### config.mk
export PLATFORM = sky130hd
export DESIGN_NAME = peer_doorbell_regs
export DESIGN_NICKNAME = d
export VERILOG_FILES = /design/src/rtl/pdb_pkg.sv /design/src/rtl/pdb_ctrl.sv /design/src/rtl/pdb_datapath.sv /design/src/rtl/peer_doorbell_regs.sv
export SDC_FILE = /design/constraint.sdc
export NUM_CORES = 1
export LEC_CHECK = 0
export ABC_AREA = 1
export BUFFER_PORTS_ARGS = -buffer_cell sky130_fd_sc_hd__buf_2
export CAP_MARGIN = 20
export CORE_ASPECT_RATIO = 0.9
export CORE_UTILIZATION = 43
export DETAILED_ROUTE_END_ITERATION = 10
export GPL_TIMING_DRIVEN = 0
export PLACE_DENSITY = 0.75
export SYNTH_ARGS = -nofsm -noshare
export SYNTH_HDL_FRONTEND = slang
export SYNTH_SLANG_ARGS = --single-unit
### constraint.sdc
create_clock -name clk -period 1.07 [get_ports clk]
set_input_delay 0.1605 -clock clk [delete_from_list [all_inputs] [get_ports clk]]
set_output_delay 0.1605 -clock clk [all_outputs]
set_load 0.02 [all_outputs]
### src/rtl/pdb_pkg.sv
package pdb_pkg;
  localparam int unsigned OFF_ID    = 'h00;
  localparam int unsigned OFF_MAXP  = 'h04;
  localparam int unsigned OFF_FEAT  = 'h08;
  localparam int unsigned OFF_ICTL  = 'h0C;
  localparam int unsigned OFF_BELL  = 'h10;
  localparam int unsigned OFF_STATE = 'h14;

  typedef enum logic [2:0] {
    SEL_ZERO, SEL_ID, SEL_MAXP, SEL_FEAT, SEL_ICTL, SEL_STATE
  } rdSel_e;

  typedef struct packed {
    logic   wrIctl;
    logic   wrBell;
    logic   wrState;
    logic   rdEn;
    rdSel_e rdSel;
  } ctrlStrobe_t;
endpackage

### src/rtl/pdb_ctrl.sv
module pdb_ctrl
  import pdb_pkg::*;
#(
  parameter int unsigned ADDR_W = 8
) (
  input  logic              busWrEn,
  input  logic              busRdEn,
  input  logic [ADDR_W-1:0] busAddr,
  output ctrlStrobe_t       strb
);
  logic aligned;
  logic [31:0] addrWide;

  assign aligned  = (busAddr[1:0] == 2'b00);
  assign addrWide = 32'(busAddr);

  always_comb begin
    strb = '0;
    strb.rdSel = SEL_ZERO;
    strb.rdEn  = busRdEn;
    if (aligned) begin
      if (addrWide == OFF_ID)         strb.rdSel = SEL_ID;
      else if (addrWide == OFF_MAXP)  strb.rdSel = SEL_MAXP;
      else if (addrWide == OFF_FEAT)  strb.rdSel = SEL_FEAT;
      else if (addrWide == OFF_ICTL)  strb.rdSel = SEL_ICTL;
      else if (addrWide == OFF_STATE) strb.rdSel = SEL_STATE;
      strb.wrIctl  = busWrEn && (addrWide == OFF_ICTL);
      strb.wrBell  = busWrEn && (addrWide == OFF_BELL);
      strb.wrState = busWrEn && (addrWide == OFF_STATE);
    end
  end
endmodule

### src/rtl/pdb_datapath.sv
module pdb_datapath
  import pdb_pkg::*;
#(
  parameter int unsigned LOCAL_ID    = 0,
  parameter int unsigned MAX_PEERS   = 2,
  parameter int unsigned NUM_VECTORS = 1,
  parameter logic [31:0] FEATURES    = 32'h0
) (
  input  logic        clk,
  input  logic        rst_n,
  input  ctrlStrobe_t strb,
  input  logic [31:0] busWrData,
  input  logic        oneShot,
  input  logic        evtValid,
  input  logic [15:0] evtVector,
  output logic [31:0] busRdData,
  output logic        bellValid,
  output logic [15:0] bellTarget,
  output logic [15:0] bellVector,
  output logic        irqOut,
  output logic [15:0] irqVector,
  output logic [31:0] stateOut,
  output logic        intEn
);
  logic bellOk;
  logic evtAccept;

  assign bellOk    = strb.wrBell && (32'(busWrData[31:16]) < MAX_PEERS);
  assign evtAccept = evtValid && intEn && (32'(evtVector) < NUM_VECTORS);

  always_ff @(posedge clk) begin
    if (!rst_n) begin
      intEn      <= 1'b0;
      stateOut   <= '0;
      bellValid  <= 1'b0;
      bellTarget <= '0;
      bellVector <= '0;
      irqOut     <= 1'b0;
      irqVector  <= '0;
      busRdData  <= '0;
    end else begin
      if (evtAccept && oneShot) intEn <= 1'b0;
      else if (strb.wrIctl)     intEn <= busWrData[0];

      if (strb.wrState) stateOut <= busWrData;

      bellValid <= bellOk;
      if (bellOk) begin
        bellTarget <= busWrData[31:16];
        bellVector <= busWrData[15:0];
      end

      irqOut <= evtAccept;
      if (evtAccept) irqVector <= evtVector;

      if (strb.rdEn) begin
        case (strb.rdSel)
          SEL_ID:    busRdData <= 32'(LOCAL_ID);
          SEL_MAXP:  busRdData <= 32'(MAX_PEERS);
          SEL_FEAT:  busRdData <= FEATURES;
          SEL_ICTL:  busRdData <= {31'b0, intEn};
          SEL_STATE: busRdData <= stateOut;
          default:   busRdData <= '0;
        endcase
      end
    end
  end
endmodule

### src/rtl/peer_doorbell_regs.sv
module peer_doorbell_regs
  import pdb_pkg::*;
#(
  parameter int unsigned ADDR_W      = 8,
  parameter int unsigned LOCAL_ID    = 0,
  parameter int unsigned MAX_PEERS   = 2,
  parameter int unsigned NUM_VECTORS = 1,
  parameter logic [31:0] FEATURES    = 32'h0
) (
  input  logic              clk,
  input  logic              rst_n,
  input  logic              busWrEn,
  input  logic              busRdEn,
  input  logic [ADDR_W-1:0] busAddr,
  input  logic [31:0]       busWrData,
  output logic [31:0]       busRdData,
  input  logic              oneShot,
  input  logic              evtValid,
  input  logic [15:0]       evtVector,
  output logic              bellValid,
  output logic [15:0]       bellTarget,
  output logic [15:0]       bellVector,
  output logic              irqOut,
  output logic [15:0]       irqVector,
  output logic [31:0]       stateOut
);
  ctrlStrobe_t strb;
  logic intEn;

  pdb_ctrl #(.ADDR_W(ADDR_W)) u_ctrl (
    .busWrEn(busWrEn), .busRdEn(busRdEn), .busAddr(busAddr), .strb(strb)
  );

  pdb_datapath #(
    .LOCAL_ID(LOCAL_ID), .MAX_PEERS(MAX_PEERS),
    .NUM_VECTORS(NUM_VECTORS), .FEATURES(FEATURES)
  ) u_dp (
    .clk(clk), .rst_n(rst_n), .strb(strb), .busWrData(busWrData),
    .oneShot(oneShot), .evtValid(evtValid), .evtVector(evtVector),
    .busRdData(busRdData), .bellValid(bellValid), .bellTarget(bellTarget),
    .bellVector(bellVector), .irqOut(irqOut), .irqVector(irqVector),
    .stateOut(stateOut), .intEn(intEn)
  );
endmodule

==> out/qor.yml, run 1 <==
synth:
  ys_seq_area_frac: 0.521
  ys_seq_elements: 115
  ys_types: 18
  synthesis.area_sq_um: 4420
  synthCells: 578
  synth_area_leaders: "dfxtp_1 52%, nand2_1 10%, nand4_1 8.8%"
  synth_top_area_share: 0.521
  synth_top_area_cell: "dfxtp_1"
  synthesis.nets: 640
  syn_area_per_cell_sq_um: 7.65
  synthFlopType: "dfxtp_1"
  yosys.cell_count.top_type: "nand2_1"
  synth_edf_count: 0
  async_reset_ff_frac: 0
  synth_common_cells: "120 x nand2_1, 115 x dfxtp_1, 64 x a21oi_1, 64 x inv_1"
  yosys_warnings: 0
global_route:
  grt_pass1_vias: 4404
  grt_max_degree: 17
  grt_pass1_wl_um: 21700
  antenna_found_initial: 0
  track_usage: 0.265
  gr-total-overflow: 0
final_layout:
  stdcell_area_sq_um: 6960
  n_antenna_cell: 0
  drive_gt1_frac: 0.451
  fin_util: 0.708
  nFillCells: 781
  fin_nets: 851
  syn_to_final_growth_pct: 57.3
critical_path:
  crit_cells: 8
  worstSetupPathType: "register to register"
  crit_chain: "inv_2 > nor2_1 > nand2_1 > nor3_2 > nand2_2 > buf_6 > nand3_1 > inv_1"
  r2r_end: "u_dp.irqVector[2]"
  worst-path-max-fanout: 10
  rrSetupSlack_ps: -60
  worstPathRequired_ps: 1370
  end_kind: "register"
  crit_family: "simple AND/OR/NAND/NOR gates"
  r2r-start: "u_dp.intEn"
  cpPeakStageDelay_ps: 330
  worstPathArrival_ps: 1440
  crit_slowest_cell: "dfxtp_2"
  path_buf_inv: 3
  startpoint_type: "register"
  r2r_cells: 8
sta:
  clock_skew_ps: 2.91
  finalCritPeriodShare: 1.06
  tns_ps: -774
  worst_pin_slew_ps: 634
  fin_crit_ps: 1130
  drv_slew: 0
  max_freq_ghz: 0.884
  whs_ps: 11.5
  hold_viol_final: 0
  max_slew_margin: 0.577
  rsz0062_at_grt: "true"
  fin_ws_ps: -61.7
  setup_viol: 17
pwr:
  power_density_nw_per_um2: 1450
  power_leakage_uw: 0.00330
  vdd_drop_max_v: 0.00140
routing:
  dr_total_vias: 4734
  drc: 0
  routedWlPerCell_um: 15.7
  wl_um: 14600
  ant_nets: 0
  vias_per_cell: 5.11
  first_iter_violations: 316
  first_pass_iters: 5
cts:
  htreeDepth: 4
  clk_latency_ps: 410
  clock_path_buffers: 2
  cts_root_buf: "clkbuf_16"
  cts_inserted_buffers: 17
  clk_pin_slew_ps: 50
  cts_tree: "yes"
  cts_sinks: 115
placed_design:
  place_congestion: 0.797
  placed_cell_area_sq_um: 5470
  hpwl_um: 9460
  port_buffers: 172
hold_path:
  hp-start: "busWrData[1]"
  whs_path_depth: 3
  hold_path.class: "input port to register"
  hold_path_end: "u_dp.bellVector[1]"
die:
  boundaryPins: 176
  die_area_sq_um: 10700
  core_sq_um: 9830
  die_x_um: 109
  die_h_um: 98.2
  rows: 34
  initial_core_util: 0.450
flow_run:
  maxCapViolations: 0
run_status:
  violations: "negative setup slack"
  outcome: "finished, violations left"
## metrics by stage
| step | cells | total power, uW | worst slack [ps] |
|---|---|---|---|
| floorplan | 578 | 4600 | -71.5 |
| global placement | 876 | 4800 | -337 |
| detailed placement | 876 | 4810 | -368 |
| CTS | 909 | 10100 | -135 |
| global route | 926 | 10400 | -134 |
| finish | 926 | 10100 | -61.7 |
## worst min-delay path, delay by kind of cell
family	cells	cell delay (ps)
simple gates	2	140
buf+inv	1	90
## layer usage
| metal | track usage | share of wire |
|---|---|---|
| met1 | 0.326 | 0.41 |
| met2 | 0.417 | 0.50 |
| met3 | 0.0901 | 0.074 |
| met4 | 0.113 | 0.022 |
| met5 | 0 | 0 |
## repair_timing
action,4_1_cts,5_1_grt
hold endpoints to repair,1,0
pin swaps,0,4
buffers inserted,2,17
endpoints found under the setup margin,105,212
hold buffers,1,0
gates resized for setup,135,186
## report_power, final
part	leakage [uW]	switching, uW	internal, uW	total [uW]
registers	0.000979	4.87	4290	4300
clock network	0.000279	1890	3450	5350
logic	0.00205	299	159	458
## final cells by class
class | count | area [sq um] | share of cell area
Clock buffer | 25 | 505 | 0.0727
Buffer | 47 | 289 | 0.0415
Clock inverter | 5 | 50.0 | 0.00719
Timing Repair Buffer | 192 | 1620 | 0.233
Tap cell | 126 | 158 | 0.0227
Multi-Input combinational cell | 350 | 1660 | 0.238
Sequential cell | 115 | 2430 | 0.349
Inverter | 66 | 248 | 0.0356
## cells in the final DEF (no fill, tap or decap), types with 33 or more instances in the layout
cell	n
a21oi_1	62
nand4_1	62
dfxtp_2	102
nor2_1	60
buf_2	68
inv_1	62
nand3_1	33
buf_4	49
buf_6	97
nand2_1	117
## cells by family after synthesis
group	after synthesis	synth area share
simple gates	285	0.292
buf+inv	113	0.114
compound gates	65	0.0736
flops	115	0.521
## worst max-delay path by stage
stage	slack (ps)	start	end
3_5_place_dp	-370	busAddr[6]	u_dp.bellVector[1]
4_1_cts	-140	u_dp.intEn	u_dp.irqVector[12]
2_1_floorplan	-70	u_dp.intEn	u_dp.irqVector[0]
5_1_grt	-130	u_dp.intEn	u_dp.irqVector[1]
3_3_place_gp	-340	busAddr[5]	u_dp.bellVector[1]
6_report	-60	u_dp.intEn	u_dp.irqVector[2]
## registers in the layout, indices dropped and copies added (netlist names)
signal,count
u_dp.bellTarget,16
u_dp.bellValid,1
u_dp.bellVector,16
u_dp.busRdData,32
u_dp.intEn,1
u_dp.irqOut,1
u_dp.irqVector,16
u_dp.stateOut,32
No activity file was read; power rests on OpenSTA's default activity.
==> run 2: changes to the inputs <==
--- a/config.mk
+++ b/config.mk
@@ -8,11 +8,11 @@
 export ABC_AREA = 1
 export BUFFER_PORTS_ARGS = -buffer_cell sky130_fd_sc_hd__buf_2
 export CAP_MARGIN = 20
-export CORE_ASPECT_RATIO = 0.9
 export CORE_UTILIZATION = 43
 export DETAILED_ROUTE_END_ITERATION = 10
 export GPL_TIMING_DRIVEN = 0
 export PLACE_DENSITY = 0.75
+export REMOVE_ABC_BUFFERS = 1
 export SYNTH_ARGS = -nofsm -noshare
 export SYNTH_HDL_FRONTEND = slang
 export SYNTH_SLANG_ARGS = --single-unit
==> out/qor.yml, run 2 (same netlist as run 1, synthesis figures left out) <==
cts:
  clk_pin_slew_ps: 60
  clk_latency_ps: 510
  cts_root_buf: "clkbuf_8"
  cts_inserted_buffers: 17
  clock_path_buffers: 2
  htreeDepth: 4
  cts_tree: "yes"
  cts_sinks: 115
routing:
  routedWlPerCell_um: 20.6
  vias_per_cell: 5.67
  dr_total_vias: 5652
  wl_um: 20500
  drc: 0
  first_iter_violations: 452
  first_pass_iters: 8
  ant_nets: 0
die:
  boundaryPins: 176
  die_h_um: 103
  rows: 36
  die_x_um: 103
  die_area_sq_um: 10700
  core_sq_um: 9860
  initial_core_util: 0.448
critical_path:
  worst-path-max-fanout: 27
  startpoint_type: "input port"
  r2r_cells: 8
  end_kind: "register"
  rrSetupSlack_ps: -140
  worstPathArrival_ps: 1660
  worstPathRequired_ps: 1410
  r2r-start: "u_dp.intEn"
  r2r_end: "u_dp.irqVector[6]"
  worstSetupPathType: "input port to register"
global_route:
  antenna_found_initial: 0
  grt_pass1_wl_um: 26800
  track_usage: 0.334
  grt_max_degree: 56
  gr-total-overflow: 0
  grt_pass1_vias: 5477
final_layout:
  nFillCells: 549
  final_common_cell: "buf_6"
  fin_nets: 913
  final_cell_mix: "118 x buf_6, 114 x nand2_1, 113 x dfxtp_2, 74 x buf_4, 63 x a21oi_1"
  syn_to_final_growth_pct: 82.2
  top_regs: "u_dp.busRdData x32, u_dp.stateOut x32"
  n_antenna_cell: 0
  fin_util: 0.817
  fin_cells: 997
  drive_gt1_frac: 0.522
pwr:
  power_frac_seq: 0.404
  power_frac_comb: 0.060
  total_power_uw: 10600
  clkPwrFrac: 0.535
  vdd_drop_max_v: 0.00102
  p_sw_uw: 2670
  swShare: 0.252
  power_density_nw_per_um2: 1310
  power.internal_uw: 7920
  power_leakage_uw: 0.00379
sta:
  whs_ps: 58.2
  setup_viol: 141
  hold_viol_final: 0
  max_slew_margin: 0.425
  fin_ws_ps: -250
  worst_pin_slew_ps: 856
  rsz0062_at_grt: "true"
  drv_slew: 0
  finalCritPeriodShare: 1.23
  clock_skew_ps: 7.63
  fin_crit_ps: 1320
  max_freq_ghz: 0.758
hold_path:
  hp-start: "rst_n"
  whs_path_depth: 3
  hold_path_end: "u_dp.bellVector[7]"
  hold_path.class: "input port to register"
run_status:
  violations: "negative setup slack"
  outcome: "finished, violations left"
placed_design:
  hpwl_um: 7730
  dp_cells: 844
  port_buffers: 175
  dp_slack_ps: -1600
  place_congestion: 0.714
flow_run:
  maxCapViolations: 0
run 2: cell type report:
| type | instances | area (sq um) | share of cell area |
|---|---|---|---|
| Clock inverter | 15 | 173 | 0.0214 |
| Multi-Input combinational cell | 357 | 1880 | 0.233 |
| Clock buffer | 17 | 414 | 0.0514 |
| Inverter | 66 | 251 | 0.0312 |
| Timing Repair inverter | 1 | 7.51 | 0.000932 |
| Timing Repair Buffer | 293 | 2710 | 0.337 |
| Sequential cell | 115 | 2450 | 0.304 |
| Tap cell | 133 | 166 | 0.0207 |
run 2: critical path, cell delays in order:
cell and delay [ps]:
buf_2 110, nor2_4 140, nor3b_4 290, clkbuf_16 240, buf_16 180, nand4_1 110
a21oi_1 410
run 2: routing by layer:
metal	vias up	share of wire	global-route usage
met4	0	0.055	0.185
met1	2616	0.34	0.337
li1	2447	-	-
met5	-	0	0
met3	141	0.10	0.126
met2	448	0.50	0.592
run 2: timing repair:
action	in CTS	in global routing
setup endpoints to repair	229	228
endpoints found under the hold margin	50	0
gates resized for setup	372	30
cloned	8	2
hold buffers	33	0
pin swaps	4	10
buffers inserted	50	28
run 2: worst max path at each step:
stage | startpoint | to | slack (ps) | cells past startpoint
floorplan | busAddr[1] | u_dp.stateOut[0] | -2810 | 5
finish | busAddr[1] | u_dp.busRdData[3] | -250 | 7
global route | busAddr[1] | u_dp.busRdData[3] | -470 | 7
CTS | u_dp.intEn | u_dp.irqVector[4] | -150 | 8
global placement | busAddr[1] | u_dp.stateOut[11] | -4900 | 6
detailed placement | busAddr[1] | u_dp.stateOut[2] | -1600 | 8
run 2: power groups by stage:
stage / logic, uW / registers [uW] / clock network, uW
2_1_floorplan: 112 / 4390 / 0
3_3_place_gp: 364 / 4380 / 0
3_5_place_dp: 404 / 4380 / 0
4_1_cts: 565 / 4290 / 5630
5_1_grt: 667 / 4280 / 5920
6_report: 640 / 4280 / 5670
run 2: metrics by stage:
| step | cell area, sq um | setup TNS [ps] |
|---|---|---|
| floorplan | 4170 | -193700 |
| finish | 8060 | -8040 |
| global route | 8060 | -15070 |
| detailed placement | 5340 | -124730 |
| global placement | 5210 | -339610 |
| CTS | 7750 | -9100 |
==> run 3: changes to the inputs <==
--- a/config.mk
+++ b/config.mk
@@ -10,9 +10,10 @@
 export CAP_MARGIN = 20
 export CORE_UTILIZATION = 43
 export DETAILED_ROUTE_END_ITERATION = 10
-export GPL_TIMING_DRIVEN = 0
+export GPL_TIMING_DRIVEN = 1
 export PLACE_DENSITY = 0.75
 export REMOVE_ABC_BUFFERS = 1
 export SYNTH_ARGS = -nofsm -noshare
 export SYNTH_HDL_FRONTEND = slang
+export SYNTH_HIERARCHICAL = 1
 export SYNTH_SLANG_ARGS = --single-unit
==> out/qor.yml, run 3 <==
run_status:
  outcome: "finished, violations left"
  violations: "negative setup slack"
pwr:
  power.internal_uw: 7810
  power_leakage_uw: 0.00405
  total_power_uw: 10400
  vdd_drop_max_v: 0.00104
  swShare: 0.251
  power_frac_comb: 0.083
  power_density_nw_per_um2: 1260
  power_frac_seq: 0.421
  clkPwrFrac: 0.497
  p_sw_uw: 2620
synth:
  synth_common_cells: "127 x nor2_1, 115 x dfxtp_1, 92 x nand2_1"
  syn_area_per_cell_sq_um: 7.62
  synth_top_area_cell: "dfxtp_1"
  synth_area_leaders: "dfxtp_1 53%, nor2_1 11%, nand2_1 7.9%"
  yosys_warnings: 6
  ys_seq_elements: 115
  synth_edf_count: 0
  synth_top_area_share: 0.525
  ys_seq_area_frac: 0.525
  synthCells: 575
  yosys.cell_count.top_type: "nor2_1"
  ys_types: 22
  synthesis.area_sq_um: 4380
  async_reset_ff_frac: 0
  synthFlopType: "dfxtp_1"
cts:
  cts_root_buf: "clkbuf_8"
  clock_path_buffers: 2
  clk_pin_slew_ps: 60
  cts_inserted_buffers: 17
  htreeDepth: 4
  clk_latency_ps: 520
  cts_sinks: 115
  cts_tree: "yes"
routing:
  dr_total_vias: 5478
  ant_nets: 0
  wl_um: 20200
  first_iter_violations: 279
  first_pass_iters: 5
  routedWlPerCell_um: 19.9
  vias_per_cell: 5.41
  drc: 0
final_layout:
  syn_to_final_growth_pct: 89.6
  n_antenna_cell: 0
  multi_input_area_sq_um: 2040
  nFillCells: 477
  final_cell_mix: "124 x buf_6, 111 x dfxtp_2, 105 x nor2_1, 83 x buf_4"
  stdcell_area_sq_um: 8310
  drive_gt1_frac: 0.625
  seq_area_sq_um: 2460
  fin_nets: 929
  top_regs: "u_dp/busRdData x32, u_dp/stateOut x32"
  final_common_cell: "buf_6"
flow_run:
  maxCapViolations: 0
critical_path:
  end_kind: "register"
  crit_slowest_cell: "dfxtp_2"
  worstPathArrival_ps: 1680
  crit_chain: "inv_2 > nor2_4 > inv_2 > nor2_4 > nand3b_4 > nand3_2 > inv_2"
  cpPeakStageDelay_ps: 340
  worst-path-max-fanout: 8
  worstPathRequired_ps: 1480
  critical_path.most_common_cell: "inv_2"
  worstSetupPathType: "register to register"
  startpoint_type: "register"
sta:
  whs_ps: 22.7
  fin_ws_ps: -204
  rsz0062_at_grt: "true"
  max_freq_ghz: 0.785
  finalCritPeriodShare: 1.19
  drv_slew: 0
  max_slew_margin: 0.645
  clock_skew_ps: 8.33
  setup_viol: 180
  worst_pin_slew_ps: 530
  fin_crit_ps: 1270
  hold_viol_final: 0
global_route:
  antenna_found_initial: 0
  grt_pass1_wl_um: 23100
  grt_pass1_vias: 4999
  gr-total-overflow: 0
  track_usage: 0.289
  grt_max_degree: 62
die:
  die_x_um: 103
  die_area_sq_um: 10600
  initial_core_util: 0.446
  die_h_um: 103
  rows: 36
  boundaryPins: 176
  core_sq_um: 9820
placed_design:
  hpwl_um: 7900
  placed_cell_area_sq_um: 5530
  port_buffers: 175
  dp_slack_ps: -457
  place_congestion: 0.825
hold_path:
  hold_path.class: "input port to register"
[run 3: cell count changes after synthesis, sizes merged, moves of 4 or more]
cell / before / now
nor2: 64 / 137
o21ai: 1 / 64
nand4: 62 / 0
a21oi: 64 / 31
nand2: 120 / 97
buf: 30 / 16
inv: 66 / 59
nand3: 34 / 30
[run 3: cell families after synthesis]
group | count (synthesis) | share of synthesized area
AOI/OAI and AO/OA | 98 | 0.113
buffers and inverters | 95 | 0.0950
DFF | 115 | 0.525
and+or+nand+nor | 267 | 0.267
[run 3: critical path: cells and delay by family, from the launching register on]
kind	cells	cell delay (ps)
AND/OR/NAND/NOR	4	670
buffers and inverters	3	150
flip-flops	1	340
[run 3: metal layers]
layer	vias up	track usage	wire, um
met1	2564	0.278	6880
li1	2382	-	-
met3	122	0.0814	1700
met5	-	0	0
met4	0	0.152	1270
met2	410	0.554	10400
[run 3: path summary, 6_finish.rpt]
check / startpoint / endpoint / slack (ps) / depth (start not counted)
setup / recovery: u_dp/intEn / u_dp/irqVector[7] / -200 / 7
hold / removal: busWrData[23] / u_dp/stateOut[23] / 20 / 4
setup reg to reg: u_dp/intEn / u_dp/irqVector[7] / -200 / 7
hold reg to reg: u_dp/bellTarget[11] / u_dp/bellTarget[11] / 460 / 2
[run 3: layout make-up]
class	count	share of cell area
sequential	115	0.296
tap	133	0.0200
timing repair buffer	305	0.345
multi-input combinational	367	0.246
clock inverter	14	0.0139
inverter	61	0.0300
clock buffer	18	0.0503
[run 3: what timing repair did]
item,4_1_cts,5_1_grt
hold buffers,32,0
cloned,2,9
setup endpoints to repair,131,195
gates resized for setup,347,130
buffers inserted,31,26
pin swaps,4,20
hold endpoints to repair,51,0
[run 3: power groups by stage]
stage                     combinational, uW  clock [uW]  sequential [uW]
after global placement                  543           0             4460
final                                   863        5180             4390
after floorplan                         116           0             4540
after global routing                    905        5410             4400
after detailed placement                556           0             4470
after CTS                               727        5090             4400
[run 3: stage by stage]
step           TNS, ps  instances  utilization
4_1_cts          -7350        978        0.766
3_5_place_dp    -38370        881        0.563
6_report        -10830       1013        0.846
5_1_grt         -17860       1013        0.846
2_1_floorplan   -51360        541            -
3_3_place_gp    -34030        881        0.563
